### src/rtl/audio_cmd_i2c.sv
module audio_cmd_i2c #(
  parameter logic [6:0] DEV_ADDR = 7'h44,
  parameter int         NCH      = 4
) (
  input  logic              clk,
  input  logic              rst_n,
  input  logic              scl_i,
  input  logic              sda_i,
  output logic              sda_oe_o,
  output logic [5:0]        vol_code_o,
  output logic [NCH*5-1:0]  spk_code_o,
  output logic [NCH-1:0]    spk_mute_o,
  output logic [1:0]        in_sel_o,
  output logic [1:0]        in_gain_o,
  output logic [NCH*7-1:0]  ch_atten_o
);
  localparam logic [7:0] ADDR_WR = {DEV_ADDR, 1'b0};
  localparam logic [4:0] MUTE_CODE = 5'h1F;

  typedef enum logic [1:0] {ST_IDLE, ST_ADDR, ST_DATA} st_t;

  logic [2:0] scl_p, sda_p;
  always_ff @(posedge clk or negedge rst_n)
    if (!rst_n) begin
      scl_p <= 3'b111;
      sda_p <= 3'b111;
    end else begin
      scl_p <= {scl_p[1:0], scl_i};
      sda_p <= {sda_p[1:0], sda_i};
    end

  wire scl_s = scl_p[1];
  wire scl_d = scl_p[2];
  wire sda_s = sda_p[1];
  wire sda_d = sda_p[2];
  wire start_det = scl_s & scl_d & sda_d & ~sda_s;
  wire stop_det  = scl_s & scl_d & ~sda_d & sda_s;
  wire scl_rise  = scl_s & ~scl_d;
  wire scl_fall  = ~scl_s & scl_d;

  st_t        st;
  logic [3:0] bcnt;
  logic [7:0] shreg;

  always_ff @(posedge clk or negedge rst_n)
    if (!rst_n) begin
      st       <= ST_IDLE;
      bcnt     <= '0;
      shreg    <= '0;
      sda_oe_o <= 1'b0;
    end else if (start_det) begin
      st       <= ST_ADDR;
      bcnt     <= '0;
      sda_oe_o <= 1'b0;
    end else if (stop_det) begin
      st       <= ST_IDLE;
      bcnt     <= '0;
      sda_oe_o <= 1'b0;
    end else if (st != ST_IDLE) begin
      if (scl_rise && bcnt < 4'd8) begin
        shreg <= {shreg[6:0], sda_s};
        bcnt  <= bcnt + 4'd1;
      end else if (scl_fall && bcnt == 4'd8) begin
        if (st == ST_DATA || shreg == ADDR_WR) begin
          sda_oe_o <= 1'b1;
          bcnt     <= 4'd9;
        end else begin
          st <= ST_IDLE;
        end
      end else if (scl_fall && bcnt == 4'd9) begin
        sda_oe_o <= 1'b0;
        bcnt     <= '0;
        st       <= ST_DATA;
      end
    end

  wire commit = (st == ST_DATA) && scl_fall && (bcnt == 4'd9);

  logic [4:0] spk [NCH];

  always_ff @(posedge clk or negedge rst_n)
    if (!rst_n) begin
      vol_code_o <= 6'h3F;
      in_sel_o   <= 2'b11;
      in_gain_o  <= 2'b11;
      for (int i = 0; i < NCH; i++) spk[i] <= MUTE_CODE;
    end else if (commit) begin
      if (shreg[7:6] == 2'b00)
        vol_code_o <= shreg[5:0];
      else if (shreg[7:5] == 3'b010) begin
        in_gain_o <= shreg[4:3];
        in_sel_o  <= shreg[1:0];
      end else if (shreg[7])
        spk[shreg[6:5]] <= shreg[4:0];
    end

  for (genvar g = 0; g < NCH; g++) begin : g_ch
    wire [6:0] sum = {1'b0, vol_code_o} + {2'b00, spk[g]};
    assign spk_code_o[g*5 +: 5] = spk[g];
    assign spk_mute_o[g]        = (spk[g] == MUTE_CODE);
    assign ch_atten_o[g*7 +: 7] = spk_mute_o[g] ? 7'h7F : sum;
  end


  ack_on_low_clock_chk: assert property (@(posedge clk) disable iff (!rst_n)
    $rose(sda_oe_o) |-> !scl_s);


  idle_never_drives_chk: assert property (@(posedge clk) disable iff (!rst_n)
    (st == ST_IDLE) |-> !sda_oe_o);


  start_restarts_addr_chk: assert property (@(posedge clk) disable iff (!rst_n)
    start_det |=> (st == ST_ADDR && !sda_oe_o && bcnt == 4'd0));


  vol_hold_chk: assert property (@(posedge clk) disable iff (!rst_n)
    !commit |=> $stable(vol_code_o));


  spk_hold_chk: assert property (@(posedge clk) disable iff (!rst_n)
    !commit |=> $stable(spk_code_o) && $stable(in_sel_o) && $stable(in_gain_o));


  ack_held_high_scl_chk: assert property (@(posedge clk) disable iff (!rst_n)
    (sda_oe_o && scl_s && !start_det && !stop_det) |=> sda_oe_o);
endmodule

### config.mk
export PLATFORM = sky130hd
export DESIGN_NAME = audio_cmd_i2c
export DESIGN_NICKNAME = d
export VERILOG_FILES = /design/src/rtl/audio_cmd_i2c.sv
export SDC_FILE = /design/constraint.sdc
export NUM_CORES = 1
export LEC_CHECK = 0
export BUFFER_PORTS_ARGS = -buffer_cell sky130_fd_sc_hd__buf_4
export CAP_MARGIN = 20
export CORE_AREA = 2 2 87 130
export CTS_CLUSTER_SIZE = 20
export DETAILED_ROUTE_END_ITERATION = 8
export DIE_AREA = 0 0 89 132
export PLACE_DENSITY = 0.51
export SLEW_MARGIN = 10
export SYNTH_ARGS = -nofsm -noshare
export SYNTH_HDL_FRONTEND = slang
export SYNTH_SLANG_ARGS = --single-unit
### constraint.sdc
create_clock -name clk -period 1.6 [get_ports clk]
set_input_delay 0.08 -clock clk [delete_from_list [all_inputs] [get_ports clk]]
set_output_delay 0.08 -clock clk [all_outputs]
set_load 0.005 [all_outputs]
==> flow_summary.toml, run 1 <==
[run_status]
run_status = "finished, violations left"
violations = "negative setup slack"

[worst_setup_path]
startpoint = "vol_code_o[1]"
critPathKind = "flip-flop to output port"
setup.worst_path.start_class = "flip-flop"
worstRegToRegCells = 5
worstReg2RegEnd = "spk_code_o[6]"
endpoint_kind = "output port"
r2r-start = "scl_p[2]"
r2r_setup_slack_ns = -0.14
path_cells = "buf_12 -> ha_4 -> a211oi_4 -> o21bai_1 -> a21oi_1 -> xor2_1 -> nand2_1 -> buf_6"
slowest_delay_ns = 0.62
cp_max_fo = 5
critPathArrivalTime_ns = 2.11
worstPathRequired_ns = 1.52
endpoint = "ch_atten_o[26]"
cp_slowest_cell = "dfstp_2"

[timing]
rsz0062_at_grt = "true"
hold_viol = 0
fin_crit_ns = 2.187
slew_viol_final = 0
hold_ws_ns = 0.3552
setup_viol = 62
setup_slack_ns = -0.5870
tightest_slew_ns = 0.6533
min_period_over_period_pct = 136.7
slew-limit-headroom_pct = 56.45
finClkSkew_ns = 0.005544
fmax_ghz = 0.4572

[floorplanning]
die_y_um = 132
dieWidth_um = 89
coreArea_sq_mm = 0.01059
num_rows = 46
io_pins = 67
die-area_sq_mm = 0.01175
initial_core_util_pct = 29.42

[routing]
drt_iter0_drc = 54
drc_errors = 0
num_vias = 2701
ant_nets = 0
drt-total-wl_um = 8702
firstDrtPassIters = 4
via_per_inst = 4.681
routedWlPerCell_um = 15.08

[global_route]
grt_use_total_pct = 15.05
antenna_found_initial = 0
grt_start_max_net_pins = 52
grt_pass1_wl_um = 13700
gr-total-overflow = 0
grt_pass1_vias = 2781

[cts]
clock_sinks = 51
insertion_delay_ns = 0.29
numCtsBuffers = 5
clk_pin_slew_ns = 0.07
tritoncts = "yes"
root_buffer = "clkbuf_16"
cts_buffer_depth = 2
h-tree-depth = 2

[finish]
final_common_cell = "buf_4"
nets = 463
layout_common_cells = "109 x buf_4, 46 x buf_6, 36 x dfstp_2, 25 x mux2_4, 16 x ha_1"
antenna_cells = 0
nFillCells = 980
finish.utilization_pct = 50.33
synthToLayoutAreaGrowth_pct = 71.08
layout-drive-gt1-share_pct = 72.29

[run]
cap_violations = 0

[yosys]
ys_seq_area_share_pct = 42.41
yosysWarnings = 0
syn_avg_cell_area_sq_um = 11.45
syn_nets = 303
ys_ff_latch = 51
syn_area_sq_mm = 0.003115
netlist_instances = 272
yosysUniqueCellTypes = 43
synthFlopType = "dfstp_2"
synth_async_sr_flop_share_pct = 100.0
synth-edff-count = 0

[placement]
portBuffers = 66
hpwl_um = 6039
place_ws_ns = -0.3666
gp_congestion = 0.7969

[power]
cellPowerDensity_mw_per_mm2 = 650.2
peakVddDrop_mv = 0.4204
p_leak_nw = 2.591

[worst_hold_path]
hold_path.class = "primary input to async pin"
## registers in the layout, summed over array words and instances (netlist names)
register / flops
bcnt: 4
in_gain_o: 2
in_sel_o: 2
scl_p: 3
sda_oe_o: 1
sda_p: 3
shreg: 8
spk_code_o: 20
st: 2
vol_code_o: 6
## area by class of cell
type	instances	area, sq um	area share (%)
clock buffers	5	125.1	2.347
clock inverters	3	67.56	1.268
inverters	7	26.28	0.4930
multi-input cells	208	2223	41.71
flip-flops and latches	51	1321	24.79
well taps	144	180.2	3.380
repair buffers	159	1386	26.01
## per-stage QoR
stage	instance area (sq um)	instances	TNS, ns	total power [W]
floorplan	3177	272	-3.809	0.001701
global placement	4288	540	-8.262	0.002000
detailed placement	4288	540	-8.834	0.002007
CTS	5092	563	-13.92	0.003506
global route	5330	577	-17.60	0.003631
finish	5330	577	-13.11	0.003465
## how the worst min path moves through the flow
| stage | startpoint | slack (ns) | cells after the start | endpoint |
|---|---|---|---|---|
| floorplan | rst_n | -0.22 | 0 | bcnt[0] |
| CTS | scl_p[0] | 0.36 | 0 | scl_p[1] |
| global placement | rst_n | 0.16 | 1 | st[1] |
| finish | rst_n | 0.36 | 2 | shreg[5] |
| detailed placement | rst_n | 0.16 | 1 | st[1] |
| global route | sda_p[0] | 0.36 | 0 | sda_p[1] |
## synth_stat cells, drive strengths merged (3+ instances only)
cell type,number,area [sq um]
a211oi,8,60.06
a21o,10,75.07
a21oi,11,55.05
and3,5,36.28
buf,3,27.52
clkbuf,3,11.26
dfrtp,15,375.4
dfstp,36,945.9
fa,4,80.08
ha,23,287.8
inv,7,26.28
mux2,39,457.9
nand2,17,63.81
nand2b,10,62.56
nand3,7,40.04
nor2,12,60.06
nor2b,8,50.05
o21ai,23,115.1
o21bai,4,30.03
xnor2,4,35.03
xor2,4,35.03
## critical path, delay by kind of cell (launching register included)
kind            cells  cell delay (ns)
compound gates      3             0.47
xor+xnor            1             0.16
fa+ha+maj           1             0.20
buf+inv             2             0.26
flops               1             0.62
simple gates        1             0.10
## per-layer routing
metal	wire (um)	GRT usage, %	up-vias
li1	-	-	1310
met1	3362	16.54	1340
met2	5006	28.52	43
met3	204	2.317	8
met4	129	4.561	0
met5	0	0	-
## power by group
part	internal, W	total (W)	switching, W	leakage, nW
combinational	0.000289	0.000625	0.000336	1.93
sequential	0.00138	0.00145	0.0000707	0.572
clock	0.000896	0.00139	0.000490	0.0900
## repair_timing
action | CTS | global route
pin swaps | 49 | 25
endpoints found under the hold margin | 17 | 0
setup buffers | 13 | 25
hold buffers | 3 | 0
gates resized for setup | 111 | 46
endpoints found under the setup margin | 71 | 77
## cell families after synthesis
| logic type | after synthesis | share of synthesized area [%] |
|---|---|---|
| and+or+nand+nor | 73 | 14.70 |
| adders and majority gates | 27 | 11.81 |
| DFF | 51 | 42.41 |
| muxes | 39 | 14.70 |
| xor gates and xnor gates | 8 | 2.249 |
| buffers and inverters | 13 | 2.088 |
| AOI/OAI and AO/OA | 61 | 12.05 |
Note: power is estimated with default switching activity, not from simulation.
==> run 2: changes to the inputs <==
--- a/config.mk
+++ b/config.mk
@@ -11,8 +11,7 @@
 export CTS_CLUSTER_SIZE = 20
 export DETAILED_ROUTE_END_ITERATION = 8
 export DIE_AREA = 0 0 89 132
-export PLACE_DENSITY = 0.51
-export SLEW_MARGIN = 10
+export PLACE_DENSITY = 0.49
 export SYNTH_ARGS = -nofsm -noshare
 export SYNTH_HDL_FRONTEND = slang
 export SYNTH_SLANG_ARGS = --single-unit
==> constraint.sdc (replaced) <==
create_clock -name clk -period 2.6 [get_ports clk]
set_input_delay 0.13 -clock clk [delete_from_list [all_inputs] [get_ports clk]]
set_output_delay 0.13 -clock clk [all_outputs]
set_load 0.005 [all_outputs]
==> run 2 against run 1 <==
  * The run now ends clean
  * Critical path depth down 1
  * Non-clock buffer count down 90
  * First-iteration DRC count down 11%
  * Largest power group unchanged
==> flow_summary.toml, run 2 (same netlist as run 1, synthesis figures left out) <==
[run_status]
run_status = "completed"

[global_route]
grt_start_max_net_pins = 52
grt_pass1_vias = 2401
antenna_found_initial = 0
grt_pass1_wl_um = 11950
gr-total-overflow = 0
grt_use_total_pct = 13.01

[floorplanning]
die-area_sq_mm = 0.01175
num_rows = 46
dieWidth_um = 89
die_y_um = 132
initial_core_util_pct = 29.42
io_pins = 67
coreArea_sq_mm = 0.01059

[worst_setup_path]
critPathArrivalTime_ns = 2.27
cp_slowest_cell = "dfstp_4"
setup.worst_path.start_class = "flip-flop"
r2r_setup_slack_ns = 0.64
r2r-start = "scl_p[1]"
worstReg2RegEnd = "bcnt[2]"
endpoint_kind = "output port"
cp_max_fo = 10
endpoint = "ch_atten_o[12]"
critPathKind = "flip-flop to output port"
startpoint = "vol_code_o[1]"
worstRegToRegCells = 5
slowest_delay_ns = 0.73
worstPathRequired_ns = 2.47
path_cells = "ha_1 -> a211oi_1 -> o21bai_1 -> a21oi_1 -> xor2_1 -> nand2_1 -> buf_4"

[placement]
hpwl_um = 5430
portBuffers = 66
placedCellCount = 476
gp_congestion = 0.8153

[finish]
largest_reg_flops = 20
layout-drive-gt1-share_pct = 46.65
layout_common_cells = "66 x buf_4, 35 x dfstp_2, 34 x mux2_2, 23 x ha_1, 22 x o21ai_0"
antenna_cells = 0
nets = 373
stdcell_count = 487
final_common_cell = "buf_4"
finish.utilization_pct = 37.13
synthToLayoutAreaGrowth_pct = 26.22

[timing]
tightest_slew_ns = 0.6689
fin_crit_ns = 2.404
slew_viol_final = 0
finClkSkew_ns = 0.005790
fin_setup_tns_ns = 0
hold_viol = 0
rsz0062_at_grt = "false"
setup_viol = 0
fmax_ghz = 0.4160
min_period_over_period_pct = 92.45
hold_ws_ns = 0.3555
slew-limit-headroom_pct = 55.27

[cts]
cts_buffer_depth = 2
clock_sinks = 51
h-tree-depth = 2
root_buffer = "clkbuf_16"
tritoncts = "yes"
numCtsBuffers = 5
insertion_delay_ns = 0.29
clk_pin_slew_ns = 0.07

[routing]
drt-total-wl_um = 7340
drc_errors = 0
num_vias = 2307
via_per_inst = 4.737
routedWlPerCell_um = 15.07
firstDrtPassIters = 4
drt_iter0_drc = 48
ant_nets = 0

[power]
p_leak_nw = 2.022
peakVddDrop_mv = 0.2907
cellPowerDensity_mw_per_mm2 = 447.6
p_total_w = 0.001760

[run]
cap_violations = 0

[worst_hold_path]
hold_path.class = "flip-flop to flip-flop"
hold_start = "scl_p[0]"
[run 2: cell count changes in the layout (fill, tap and decap cells not counted), moves of 8 or more]
cell | before | now
buf_4 | 109 | 66
buf_6 | 46 | 0
mux2_2 | 14 | 34
mux2_4 | 25 | 5
nand2b_1 | 2 | 10
nand2b_4 | 8 | 0
o21ai_0 | 4 | 22
o21ai_1 | 15 | 1
[run 2: per-stage QoR]
step	worst slack (ns)	cell area, sq um
after floorplan	0.7748	3115
after global placement	0.4972	3752
after detailed placement	0.4524	3752
after CTS	0.1220	3924
after global routing	0.01350	3933
final	0.1963	3933
[run 2: how the worst min path moves through the flow]
stage                           to  slack [ns]  cells past startpoint
after global placement    sda_oe_o        0.20                      1
final                     scl_p[1]        0.36                      0
after floorplan            bcnt[0]       -0.17                      0
after detailed placement  sda_oe_o        0.21                      1
after CTS                 sda_p[1]        0.36                      0
after global routing      scl_p[1]        0.36                      0
[run 2: timing repair]
item                                    4_1_cts  5_1_grt
endpoints found under the setup margin        0        3
setup buffers                                 0        0
hold buffers                                  3        0
endpoints found under the hold margin        17        0
resized for setup                             0        2
[run 2: area by class of cell]
cell class	instances	area, sq um
tap	144	180.2
sequential	51	1325
timing repair buffer	69	525.5
clock inverter	2	12.51
clock buffer	6	128.9
multi-input combinational	208	1734
fill	1096	6658
inverter	7	26.28
[run 2: critical path: cells and delay by family (launching register included)]
family,cells,cell delay (ns)
simple gates,1,0.07
buf+inv,1,0.14
xor+xnor,1,0.16
compound gates,3,0.62
flops,1,0.73
fa+ha+maj,1,0.27
[run 2: power breakdown]
group,switching [W],leakage (nW),total [W],internal [W]
logic,0.0000523,1.38,0.000123,0.0000706
clock network,0.000284,0.0669,0.000640,0.000356
registers,0.000148,0.573,0.000998,0.000850
total,0.000484,2.02,0.00176,0.00128
[run 2: layer usage]
layer	track usage, %	part of all wire (%)	vias up
met3	2.254	2.8	7
met4	3.731	1.3	0
met1	14.44	40	1135
met2	24.46	56	40
met5	0	0	-
li1	-	-	1125
